### config.mk
export PLATFORM = sky130hd
export DESIGN_NAME = irq_accept
export DESIGN_NICKNAME = d
export VERILOG_FILES = /design/src/rtl/irq_accept_pkg.sv /design/src/rtl/irq_fixed_sel.sv /design/src/rtl/irq_mask_gate.sv /design/src/rtl/irq_flag_reg.sv /design/src/rtl/irq_accept.sv
export SDC_FILE = /design/constraint.sdc
export NUM_CORES = 1
export LEC_CHECK = 0
export CAP_MARGIN = 20
export CORE_MARGIN = 10
export CORE_UTILIZATION = 32
export DETAILED_ROUTE_END_ITERATION = 12
export PLACE_DENSITY_LB_ADDON = 0.05
export SYNTH_ARGS = -nofsm -noshare
export SYNTH_HDL_FRONTEND = slang
export SYNTH_HIERARCHICAL = 1
export SYNTH_SLANG_ARGS = --single-unit
### constraint.sdc
create_clock -name clk_i -period 7.3 [get_ports clk_i]
set_input_delay 2.19 -clock clk_i [delete_from_list [all_inputs] [get_ports clk_i]]
set_output_delay 2.19 -clock clk_i [all_outputs]
set_load 0.005 [all_outputs]
### src/rtl/irq_accept_pkg.sv
package irq_accept_pkg;
  typedef enum logic [1:0] {
    KIND_MASK  = 2'd0,
    KIND_FIXED = 2'd1,
    KIND_SOFT  = 2'd2
  } ack_kind_e;
endpackage

### src/rtl/irq_fixed_sel.sv
module irq_fixed_sel #(
  parameter int NUM_SRC = 9,
  localparam int IDX_W = $clog2(NUM_SRC)
) (
  input  logic [NUM_SRC-1:0] req_i,
  output logic               any_o,
  output logic [IDX_W-1:0]   idx_o
);
  logic [NUM_SRC:0]   above;
  logic [NUM_SRC-1:0] grant;

  assign above[NUM_SRC] = 1'b0;

  // highest index wins
  for (genvar g = NUM_SRC - 1; g >= 0; g--) begin : g_pri
    assign above[g] = above[g+1] | req_i[g];
    assign grant[g] = req_i[g] & ~above[g+1];
  end

  assign any_o = above[0];

  always_comb begin
    idx_o = '0;
    for (int k = 0; k < NUM_SRC; k++) begin
      if (grant[k]) idx_o = IDX_W'(k);
    end
  end

  always_comb begin
    assert_grant_onehot_R7: assert ($onehot0(grant));
  end
endmodule

### src/rtl/irq_mask_gate.sv
module irq_mask_gate #(
  parameter int LVL_W = 3
) (
  input  logic             valid_i,
  input  logic [LVL_W-1:0] level_i,
  input  logic             ie_i,
  input  logic [LVL_W-1:0] ipl_i,
  output logic             ok_o
);
  assign ok_o = valid_i & ie_i & (level_i > ipl_i);
endmodule

### src/rtl/irq_flag_reg.sv
module irq_flag_reg #(
  parameter int LVL_W = 3
) (
  input  logic             clk_i,
  input  logic             rst_ni,
  input  logic             ack_i,
  input  logic             clr_sps_i,
  input  logic             wr_en_i,
  input  logic             wr_ie_i,
  input  logic             wr_sps_i,
  input  logic [LVL_W-1:0] wr_ipl_i,
  output logic             ie_o,
  output logic             sps_o,
  output logic [LVL_W-1:0] ipl_o
);
  always_ff @(posedge clk_i or negedge rst_ni) begin
    if (!rst_ni) begin
      ie_o  <= 1'b0;
      sps_o <= 1'b0;
      ipl_o <= '0;
    end else if (ack_i) begin
      ie_o <= 1'b0;
      if (clr_sps_i) sps_o <= 1'b0;
    end else if (wr_en_i) begin
      ie_o  <= wr_ie_i;
      sps_o <= wr_sps_i;
      ipl_o <= wr_ipl_i;
    end
  end

  assert_write_load_R10: assert property (@(posedge clk_i) disable iff (!rst_ni)
    (wr_en_i && !ack_i) |=> (ie_o == $past(wr_ie_i) && ipl_o == $past(wr_ipl_i)));
  assert_ack_keeps_ipl_R10: assert property (@(posedge clk_i) disable iff (!rst_ni)
    ack_i |=> $stable(ipl_o));
endmodule

### src/rtl/irq_accept.sv
module irq_accept
  import irq_accept_pkg::*;
#(
  parameter int              LVL_W     = 3,
  parameter int              NUM_FIXED = 9,
  parameter int              SWI_W     = 6,
  parameter int              SWI_SPLIT = 32,
  parameter int              ADDR_W    = 20,
  parameter logic [ADDR_W-1:0] VEC_BASE = 20'h0FFDC
) (
  input  logic                 clk_i,
  input  logic                 rst_ni,
  input  logic                 mreq_valid_i,
  input  logic [LVL_W-1:0]     mreq_level_i,
  input  logic [SWI_W-1:0]     mreq_vec_i,
  input  logic [NUM_FIXED-1:0] fixed_req_i,
  input  logic                 swi_valid_i,
  input  logic [SWI_W-1:0]     swi_num_i,
  input  logic                 wr_en_i,
  input  logic                 wr_ie_i,
  input  logic                 wr_sps_i,
  input  logic [LVL_W-1:0]     wr_ipl_i,
  output logic                 ack_o,
  output logic [1:0]           ack_kind_o,
  output logic [SWI_W-1:0]     ack_num_o,
  output logic [ADDR_W-1:0]    vec_addr_o,
  output logic                 saved_ie_o,
  output logic                 saved_sps_o,
  output logic [LVL_W-1:0]     saved_ipl_o,
  output logic                 ie_o,
  output logic                 sps_o,
  output logic [LVL_W-1:0]     ipl_o,
  output logic                 sp_sel_o
);
  localparam int IDX_W = $clog2(NUM_FIXED);

  logic             fix_any;
  logic [IDX_W-1:0] fix_idx;
  logic             m_ok;
  logic             swi_take, m_take, clr_sps;
  logic             ie_q, sps_q;
  logic [LVL_W-1:0] ipl_q;
  ack_kind_e        kind;

  irq_fixed_sel #(.NUM_SRC(NUM_FIXED)) u_fixed_sel (
    .req_i (fixed_req_i),
    .any_o (fix_any),
    .idx_o (fix_idx)
  );

  irq_mask_gate #(.LVL_W(LVL_W)) u_mask_gate (
    .valid_i (mreq_valid_i),
    .level_i (mreq_level_i),
    .ie_i    (ie_q),
    .ipl_i   (ipl_q),
    .ok_o    (m_ok)
  );

  assign swi_take = swi_valid_i & ~fix_any;
  assign m_take   = m_ok & ~fix_any & ~swi_valid_i;
  assign ack_o    = fix_any | swi_valid_i | m_ok;
  assign clr_sps  = fix_any | m_take | (swi_take & (swi_num_i < SWI_W'(SWI_SPLIT)));

  always_comb begin
    kind      = KIND_MASK;
    ack_num_o = mreq_vec_i;
    if (fix_any) begin
      kind      = KIND_FIXED;
      ack_num_o = SWI_W'(fix_idx);
    end else if (swi_valid_i) begin
      kind      = KIND_SOFT;
      ack_num_o = swi_num_i;
    end
  end
  assign ack_kind_o = kind;

  assign vec_addr_o = fix_any ? VEC_BASE + ADDR_W'({fix_idx, 2'b00}) : '0;

  irq_flag_reg #(.LVL_W(LVL_W)) u_flag_reg (
    .clk_i     (clk_i),
    .rst_ni    (rst_ni),
    .ack_i     (ack_o),
    .clr_sps_i (clr_sps),
    .wr_en_i   (wr_en_i),
    .wr_ie_i   (wr_ie_i),
    .wr_sps_i  (wr_sps_i),
    .wr_ipl_i  (wr_ipl_i),
    .ie_o      (ie_q),
    .sps_o     (sps_q),
    .ipl_o     (ipl_q)
  );

  assign ie_o        = ie_q;
  assign sps_o       = sps_q;
  assign ipl_o       = ipl_q;
  assign saved_ie_o  = ie_q;
  assign saved_sps_o = sps_q;
  assign saved_ipl_o = ipl_q;
  assign sp_sel_o    = sps_q;

  assert_strict_level_R3: assert property (@(posedge clk_i) disable iff (!rst_ni)
    (ack_o && ack_kind_o == KIND_MASK) |-> (mreq_level_i > ipl_o && ie_o));
  assert_ie_cleared_R4: assert property (@(posedge clk_i) disable iff (!rst_ni)
    ack_o |=> !ie_o);
  assert_hw_clears_sps_R5: assert property (@(posedge clk_i) disable iff (!rst_ni)
    (ack_o && ack_kind_o != KIND_SOFT) |=> !sps_o);
  assert_high_swi_keeps_sps_R5: assert property (@(posedge clk_i) disable iff (!rst_ni)
    (ack_o && ack_kind_o == KIND_SOFT && swi_num_i >= SWI_W'(SWI_SPLIT)) |=> $stable(sps_o));
  assert_fixed_unmasked_R7: assert property (@(posedge clk_i) disable iff (!rst_ni)
    (|fixed_req_i) |-> (ack_o && ack_kind_o == KIND_FIXED));
  assert_vec_aligned_R8: assert property (@(posedge clk_i) disable iff (!rst_ni)
    (ack_o && ack_kind_o == KIND_FIXED) |-> (vec_addr_o >= VEC_BASE && vec_addr_o[1:0] == 2'b00));
  assert_swi_over_mask_R11: assert property (@(posedge clk_i) disable iff (!rst_ni)
    (swi_valid_i && !(|fixed_req_i)) |-> (ack_kind_o == KIND_SOFT && ack_num_o == swi_num_i));
endmodule

==> results.yml <==
finish:
  area_delta_synth_final_pct: 79.9
  finish.instance_area_sq_mm: 0.00136
  num_antenna_cells: 0
  regArea_sq_um: 125
  fill_cells: 230
  multiInputGateArea_sq_um: 454
  layout-drive-gt1-share_pct: 6.58
  nets: 192
global_routing:
  grt_max_degree: 12
  gr-total-overflow: 0
  antenna_found_initial: 0
  grt_pass1_vias: 822
  grt_usage_pct: 10.3
  grt_pass1_wl_um: 3800
critical_path:
  cp_max_fo: 11
  path_common_cell: "clkdlybuf4s50_1"
  critical_path_depth: 7
  startpoint_type: "input pin"
  required_ns: 5.11
  slowest_stage: "clkdlybuf4s50_1"
  critical_path_class: "in2out"
  rr_worst_depth: 8
  cp-end-kind: "output pin"
  arrival_ns: 4.60
  crit_family: "buffers and inverters"
  max_stage_delay_ns: 0.61
  cp_cell_sequence: "clkdlybuf4s50_1 -> o41ai_1 -> inv_1 -> ha_1 -> or2b_1 -> a21oi_1 -> clkdlybuf4s50_1"
  critPathBufInv: 3
  reg2reg_from: "u_flag_reg/ipl_o[1]"
  startpoint: "fixed_req_i[8]"
logic_synthesis:
  synth_edf_count: 0
  synth_top_cell_area_share_pct: 20.9
  synth_top_area_cell: "buf_4"
  syn_inst: 97
  ys_seq_area_share_pct: 16.6
  synthFlopType: "dfrtp_1"
  ys_warn_count: 6
  synth-seq-cells: 5
  syn_avg_cell_area_sq_um: 7.77
  synthesis.area_sq_um: 753
  synthArstFlopShare_pct: 100
  synth_most_common_cell: "buf_4"
  ys_types: 30
  synth_area_leaders: "buf_4, dfrtp_1, mux2i_1"
  synthTopCellsByCount: "buf_4, nor2_1, a21oi_1, inv_1, mux2i_1"
sta:
  finalSetupViolations: 0
  whs_ns: 0.584
  finalHoldViolations: 0
  tightest_slew_ns: 0.499
  slew_viol_final: 0
  skew_ns: 0.00179
  post-route-period-util_pct: 93.0
  rsz0062_at_grt: "false"
  fmax_ghz: 0.147
  post-route-min-period_ns: 6.79
  setup-tns-final_ns: 0
  slew_headroom_pct: 66.3
route:
  antenna_left: 0
  drt-total-wl_um: 2610
  wl_per_cell_um: 14.5
  route.detailed.drc: 0
  dr.pass1.iters: 5
  viasPerCell: 4.61
  first_iter_violations: 39
  vias: 829
floorplanning:
  fp.coreArea_sq_mm: 0.00223
  row_count: 17
  start_util_pct: 33.7
  dieArea_sq_mm: 0.00469
  die_h_um: 68.5
  ioPinCount: 74
  die_x_um: 68.5
min_path:
  min_path_type: "reg2reg"
  hold_depth: 1
  worstHoldStart: "u_flag_reg/ipl_o[0]"
placed_design:
  gp_congestion: 0.741
  post-dp-hpwl_um: 2360
  portBuffers: 68
  place_area_sq_mm: 0.00133
clocking:
  postCtsSetupBuffers: 0
  clk_pin_slew_worst_paths_ns: 0.04
  cts-root-buf: "clkbuf_4"
  cts_tree: "yes"
  cts_made_buffers: 3
  clk_path_buf_depth: 2
  clk_latency_ns: 0.24
  clkSinkCount: 5
  cts_hold_buffers: 0
  cts_resized: 0
  htreeDepth: 1
job:
  max-cap-violations: 0
pwr:
  peakVddDrop_v: 0.0000979
  leakage_nw: 0.581
  powerDensity_mw_per_mm2: 87.3
status:
  status: "finished, final reports clean"
## where the power goes
group          switching [mW]  total [mW]  internal, mW
Clock                  0.0107      0.0313        0.0206
Combinational          0.0193      0.0585        0.0392
Sequential           0.000303      0.0284        0.0281
Total                  0.0303       0.118        0.0879
## kinds of logic after synthesis
group,count (synthesis),synth area share [%]
flops,5,16.6
mux,10,13.8
fa+ha+maj,5,8.31
simple gates,31,22.6
compound gates,16,13.1
buf+inv,29,25.1
other cells,1,0.498
## cell usage in the layout, fill, tap and decap left out, types with 3 or more instances in the layout
cell and instances:
clkdlybuf4s50_1 68, nor2_1 9, mux2i_1 7, inv_1 7, a21oi_1 7, nand2_1 5
ha_1 5, conb_1 5, dfrtp_1 5, nor2b_1 4, o21ai_0 3, clkbuf_4 3
mux2_2 3
## path summary, 6_finish.rpt
path                                        to  slack, ns
setup / recovery                 vec_addr_o[4]       0.51
hold / removal             u_flag_reg/ipl_o[0]       0.58
setup reg to reg           u_flag_reg/ipl_o[2]       5.00
hold reg to reg            u_flag_reg/ipl_o[0]       0.58
max in group asynchronous  u_flag_reg/ipl_o[1]       4.95
min in group asynchronous     u_flag_reg/sps_o       2.17
## layout make-up
cell class,count,share of cell area (%)
inverter,7,1.94
sequential,5,9.23
timing repair buffer,69,50.8
tap,28,2.59
multi-input combinational,67,33.5
clock buffer,4,1.94
## metrics by stage
step / utilization, % / total power, mW / cells / setup slack [ns]
global placement: 59.5 / 0.0873 / 176 / 0.567
finish: 60.7 / 0.118 / 180 / 0.514
detailed placement: 59.5 / 0.0883 / 176 / 0.523
floorplan: - / 0.0536 / 101 / 1.65
global route: 60.7 / 0.127 / 180 / 0.309
CTS: 60.7 / 0.121 / 180 / 0.504
## routing by layer
layer  wire length [um]  share of wire (%)  track usage [%]
met5                  0                  0                0
met4                  0                  0             3.02
met3                365                 14             4.19
met2               1250                 48             17.6
met1                998                 38             11.3
## registers in the layout, indices dropped and copies added, names as in the netlist
| signal | flops |
|---|---|
| u_flag_reg/sps_o | 1 |
| u_flag_reg/ie_o | 1 |
| u_flag_reg/ipl_o | 3 |
Note: power is estimated with default switching activity, not from simulation.
